## config.mk

```make
export PLATFORM = sky130hd
export DESIGN_NAME = nest_evt_ctrl
export DESIGN_NICKNAME = d
export VERILOG_FILES = /design/src/rtl/nec_pkg.sv /design/src/rtl/nec_prio_enc.sv /design/src/rtl/nec_mask.sv /design/src/rtl/nec_latch.sv /design/src/rtl/nec_pend.sv /design/src/rtl/nest_evt_ctrl.sv
export SDC_FILE = /design/constraint.sdc
export NUM_CORES = 1
export LEC_CHECK = 0
export CORE_MARGIN = 3
export CORE_UTILIZATION = 48
export CTS_BUF_LIST = sky130_fd_sc_hd__clkbuf_4
export CTS_CLUSTER_DIAMETER = 60
export DETAILED_ROUTE_END_ITERATION = 8
export PLACE_DENSITY = 0.8
export SETUP_SLACK_MARGIN = 0.15
export SYNTH_ARGS = -nofsm -noshare
export SYNTH_HDL_FRONTEND = slang
export SYNTH_SLANG_ARGS = --single-unit
```

## constraint.sdc

```tcl
create_clock -name clk -period 4.05 [get_ports clk]
set_input_delay 0.405 -clock clk [delete_from_list [all_inputs] [get_ports clk]]
set_output_delay 0.405 -clock clk [all_outputs]
set_load 0.02 [all_outputs]
```

## src/rtl/nec_pkg.sv

```systemverilog
package nec_pkg;
  typedef enum logic [1:0] {
    MOP_NONE = 2'd0,
    MOP_CLR  = 2'd1,
    MOP_REST = 2'd2,
    MOP_WR   = 2'd3
  } mask_op_e;
endpackage

```

## src/rtl/nec_prio_enc.sv

```systemverilog
// Lowest-index-wins priority encoder.
module nec_prio_enc #(
  parameter int W  = 16,
  localparam int LW = (W > 1) ? $clog2(W) : 1
) (
  input  logic [W-1:0]  req,
  output logic          hit,
  output logic [LW-1:0] idx
);
  always_comb begin
    hit = 1'b0;
    idx = '0;
    for (int i = W - 1; i >= 0; i--) begin
      if (req[i]) begin
        hit = 1'b1;
        idx = LW'(i);
      end
    end
  end
endmodule

```

## src/rtl/nec_mask.sv

```systemverilog
// Mask register with save/clear, restore-with-OR and direct write.
module nec_mask
  import nec_pkg::*;
#(
  parameter int N    = 16,
  parameter int GDIS = 4
) (
  input  logic         clk,
  input  logic         rst,
  input  mask_op_e     op,
  input  logic [N-1:0] rest_bits,
  input  logic [N-1:0] wdata,
  output logic [N-1:0] mask_q
);
  localparam logic [N-1:0] RSV_BIT = {{(N-1){1'b0}}, 1'b1} << GDIS;

  logic [N-1:0] save_q;

  always_ff @(posedge clk) begin
    if (rst) begin
      mask_q <= '0;
      save_q <= '0;
    end else begin
      case (op)
        MOP_WR:   mask_q <= wdata & ~RSV_BIT;
        MOP_REST: mask_q <= (save_q | rest_bits) & ~RSV_BIT;
        MOP_CLR: begin
          save_q <= mask_q;
          mask_q <= '0;
        end
        default: ;
      endcase
    end
  end
endmodule

```

## src/rtl/nec_latch.sv

```systemverilog
// Request latch: set by raise, cleared by activation; raise wins.
module nec_latch #(
  parameter int N    = 16,
  parameter int GDIS = 4,
  localparam int LW  = $clog2(N)
) (
  input  logic          clk,
  input  logic          rst,
  input  logic [N-1:0]  raise,
  input  logic          take_vld,
  input  logic [LW-1:0] take_idx,
  output logic [N-1:0]  lat_q
);
  for (genvar k = 0; k < N; k++) begin : g_bit
    if (k == GDIS) begin : g_rsv
      assign lat_q[k] = 1'b0;
    end else begin : g_lvl
      logic bit_q;
      always_ff @(posedge clk) begin
        if (rst)
          bit_q <= 1'b0;
        else if (raise[k])
          bit_q <= 1'b1;
        else if (take_vld && (take_idx == LW'(k)))
          bit_q <= 1'b0;
      end
      assign lat_q[k] = bit_q;
    end
  end
endmodule

```

## src/rtl/nec_pend.sv

```systemverilog
// Pending register with global-hold bit and return handling.
module nec_pend #(
  parameter int N    = 16,
  parameter int GDIS = 4,
  localparam int LW  = $clog2(N)
) (
  input  logic          clk,
  input  logic          rst,
  input  logic          take_vld,
  input  logic [LW-1:0] take_idx,
  input  logic          rti,
  input  logic          nest_en,
  output logic [N-1:0]  pend_q,
  output logic          top_hit,
  output logic [LW-1:0] top_idx
);
  localparam logic [N-1:0] RSV_BIT = {{(N-1){1'b0}}, 1'b1} << GDIS;

  logic [N-1:0] pend_nxt;

  nec_prio_enc #(.W(N)) u_top (
    .req (pend_q & ~RSV_BIT),
    .hit (top_hit),
    .idx (top_idx)
  );

  always_comb begin
    pend_nxt = pend_q;
    if (rti && top_hit) pend_nxt[top_idx] = 1'b0;
    if (rti || nest_en) pend_nxt[GDIS] = 1'b0;
    if (take_vld) begin
      pend_nxt[take_idx] = 1'b1;
      pend_nxt[GDIS]     = 1'b1;
    end
  end

  always_ff @(posedge clk) begin
    if (rst) pend_q <= '0;
    else     pend_q <= pend_nxt;
  end
endmodule

```

## src/rtl/nest_evt_ctrl.sv

```systemverilog
module nest_evt_ctrl
  import nec_pkg::*;
#(
  parameter int N_LVL = 16,
  parameter int GDIS  = 4,
  localparam int LW   = $clog2(N_LVL)
) (
  input  logic             clk,
  input  logic             rst,
  input  logic [N_LVL-1:0] raise_i,
  input  logic             msk_clr_i,
  input  logic             msk_rest_i,
  input  logic [N_LVL-1:0] msk_rest_bits_i,
  input  logic             msk_wr_i,
  input  logic [N_LVL-1:0] msk_wdata_i,
  input  logic             nest_en_i,
  input  logic             rti_i,
  output logic             act_vld_o,
  output logic [LW-1:0]    act_lvl_o,
  output logic [N_LVL-1:0] lat_o,
  output logic [N_LVL-1:0] pend_o,
  output logic [N_LVL-1:0] mask_o
);
  mask_op_e         mop;
  logic [N_LVL-1:0] cand;
  logic             cand_hit;
  logic [LW-1:0]    cand_idx;
  logic             top_hit;
  logic [LW-1:0]    top_idx;
  logic             take;

  always_comb begin
    if (msk_wr_i)        mop = MOP_WR;
    else if (msk_rest_i) mop = MOP_REST;
    else if (msk_clr_i)  mop = MOP_CLR;
    else                 mop = MOP_NONE;
  end

  nec_mask #(.N(N_LVL), .GDIS(GDIS)) u_mask (
    .clk       (clk),
    .rst       (rst),
    .op        (mop),
    .rest_bits (msk_rest_bits_i),
    .wdata     (msk_wdata_i),
    .mask_q    (mask_o)
  );

  nec_latch #(.N(N_LVL), .GDIS(GDIS)) u_latch (
    .clk      (clk),
    .rst      (rst),
    .raise    (raise_i),
    .take_vld (take),
    .take_idx (cand_idx),
    .lat_q    (lat_o)
  );

  nec_pend #(.N(N_LVL), .GDIS(GDIS)) u_pend (
    .clk      (clk),
    .rst      (rst),
    .take_vld (take),
    .take_idx (cand_idx),
    .rti      (rti_i),
    .nest_en  (nest_en_i),
    .pend_q   (pend_o),
    .top_hit  (top_hit),
    .top_idx  (top_idx)
  );

  assign cand = lat_o & mask_o;

  nec_prio_enc #(.W(N_LVL)) u_cand (
    .req (cand),
    .hit (cand_hit),
    .idx (cand_idx)
  );

  assign take = cand_hit && !pend_o[GDIS] && (!top_hit || (cand_idx < top_idx));

  always_ff @(posedge clk) begin
    if (rst) begin
      act_vld_o <= 1'b0;
      act_lvl_o <= '0;
    end else begin
      act_vld_o <= take;
      if (take) act_lvl_o <= cand_idx;
    end
  end
endmodule

```

==> results.ini <==
[route]
met2_length_um=4553
drt_iter0_drc=230
antenna_left=0
routed_wl_um=9695
drc=0
drtPass1Iterations=4
m1WireLength_um=4414
num_vias=3415
wl_per_cell_um=15.79
top_layer=met4
met3_length_um=531
vias_per_cell=5.562

[layout]
final_cell_mix=clkdlybuf4s50_1 (101), nor2_1 (98), dfxtp_1 (66)
fin_area_um2=4501
final_common_cell=clkdlybuf4s50_1
drive_above_1_share_pct=6.178
fillers=604
syn2layout_area_growth_pct=31.09
final_nets=575
n_antenna_cell=0

[setup_path]
worstSetupEndpoint=u_latch.g_bit[2].g_lvl.bit_q
crit_family=simple AND/OR/NAND/NOR gates
path_buf_inv=0
path_depth=10
startpoint=u_pend.pend_q[0]
reg2reg_from=u_pend.pend_q[0]
path_cells=nor4_2 -> nor4b_4 -> or2b_1 -> ha_1 -> a211oi_1 -> nand3_1 -> o21ai_2 -> nand2_2 -> or4b_1 -> a22o_1
cp_max_fo=6
startpoint_type=flip-flop
cp_slowest_cell=or4b_1
rr_worst_depth=10
worstPathArrival_ps=3780
path_class=reg -> reg
reg2reg_slack_ps=560
critPathMaxStageDelay_ps=540
end_kind=flip-flop
regToRegEndpoint=u_latch.g_bit[2].g_lvl.bit_q
critPathRequiredTime_ps=4350

[floorplan]
die_w_um=90.58
die_y_um=90.58
core_um2=6869
die-area_um2=8204
num_io_pins=108
initial_core_util_pct=49.98
rows=30

[grt]
gr-total-overflow=0
grtUsageTotal_pct=23.83
grt_max_degree=64
grt_pass1_vias=3258
antenna_found_initial=0
grt_pass1_wl_um=15960

[cts]
clk_path_buf_depth=2
cts_made_buffers=9
root_buffer=clkbuf_4
cts_hold_buf=0
cts_tree=yes
cts_setup_buffers=0
h-tree-depth=3
ctsResizeCount=0
cts_sinks=66
clk_pin_slew_ps=110
clk_latency_ps=390

[place]
dpl_cell_area_um2=4374
portBuffers=102
dpl.hpwl_um=7269
gp_congestion=0.8728

[status]
status=finished clean

[synthesis]
synth_edf_count=0
syn-cell-area_um2=3433
synth_cells=435
ys_seq_area_share_pct=38.48
synthDistinctLibCells=53
ys_warn_count=0
synth.avg_cell_area_um2=7.893
yosysTopAreaCellShare_pct=38.48
yosys_register_bits=66
synthArstFlopShare_pct=0
yosys-top-cells-area=dfxtp_1 (38%), nor2_1 (11%), a21oi_1 (8.2%), mux2i_1 (5.0%), o21ai_0 (3.8%)
synth_ff_type=dfxtp_1
yosysTopAreaCell=dfxtp_1

[pwr]
vdd_drop_max_mv=0.2007
power.leakage_nw=1.721
power.density_nw_per_um2=416.8

[hold_path]
hold_path.class=reg -> reg

[sta]
final.min_clock_period_ps=3485
fin_crit_sh_pct=86.05
fmax_mhz=286.9
fin_skew_ps=18.35
setup_violations=0
tightest_slew_ps=1059
rsz0062_at_grt=no
tns_ps=0
slew_viol_final=0
finalHoldViolCount=0
slew_headroom_pct=29.43

[run]
max-cap-violations=0

==> logic make-up (layout without fill, tap and decap cells) <==
group,Yosys count,in the layout,share of synthesized area (%)
DFF,66,66,38.48
buffers and inverters,48,130,7.325
adders and majority gates,6,6,2.187
and+or+nand+nor,169,169,23.29
muxes,17,17,4.956
other,1,2,0.1092
AOI/OAI and AO/OA,128,128,23.65
==> worst min-delay path by stage <==
stage,slack (ps),depth (start not counted),startpoint,end
floorplan,450,2,u_mask.save_q[0],u_mask.save_q[0]
global placement,470,2,u_mask.save_q[10],u_mask.save_q[10]
detailed placement,480,2,u_mask.save_q[10],u_mask.save_q[10]
CTS,480,3,rst,u_pend.pend_q[12]
global route,510,3,rst,u_pend.pend_q[12]
finish,500,2,u_mask.save_q[10],u_mask.save_q[10]
==> stage by stage <==
step	utilization, %	worst slack, ps	hold slack [ps]	power (mW)	instances
after floorplan	-	903.9	454.7	1.229	436
final	65.52	564.9	501.2	1.876	614
after detailed placement	63.68	643.2	477.8	1.463	599
after global routing	65.52	353.8	507.5	1.974	614
after CTS	65.52	608.1	478.9	1.871	614
after global placement	63.68	789.8	469.7	1.443	599
==> worst reg2reg max path: cells and delay by family, from the launching register on <==
family                   cells  cell delay, ps
AND/OR/NAND/NOR              6            1950
adder cells (fa/ha/maj)      1             290
flip-flops                   1             380
AO/OA/AOI/OAI                3             770
==> synthesized netlist by cell type, types with 2 or more instances <==
cell type and number:
buf_1 3, nand4_1 3, a311oi_1 5, a21oi_1 56, nor2_1 98, or2b_1 2, and3_1 2, mux2i_1 17
o21ai_0 26, o211ai_1 2, nor3_1 4, a211oi_1 5, nand2b_1 3, a32oi_1 2, or4_1 2, nor4_1 2
nand3_1 7, o31ai_1 5, dfxtp_1 66, buf_4 17, clkbuf_1 15, nand2_2 2, a221oi_1 2, nand2_1 24
ha_1 6, a32o_1 4, a22o_1 6, or4_4 3, inv_1 12, nor2b_1 6, and2_1 2, a22oi_1 5
==> registers in the layout (all words and copies together) (netlist names) <==
signal,flops
act_lvl_o,4
act_vld_o,1
u_latch.g_bit.g_lvl.bit_q,15
u_mask.mask_q,15
u_mask.save_q,15
u_pend.pend_q,16
==> per-layer routing <==
layer / global-route usage, % / vias to the layer above
met5: 0 / -
met1: 31.34 / 1606
met3: 5.000 / 16
met2: 38.23 / 115
met4: 9.184 / 0
li1: - / 1678
==> report_power, final <==
group          total [mW]  switching, mW  internal [mW]  leakage [nW]
Combinational       0.692          0.389          0.303          1.11
Clock               0.413          0.217          0.195        0.0741
Sequential          0.771         0.0687          0.703         0.541
==> area by class of cell <==
class	instances	area, um2	area share [%]
clock buffer	11	82.58	1.835
clock inverter	4	43.79	0.9730
inverter	12	45.04	1.001
multi-input combinational	322	1864	41.42
sequential	66	1321	29.36
tap	96	120.1	2.669
timing repair buffer	103	1023	22.74
(Power assumes the default switching activity.)
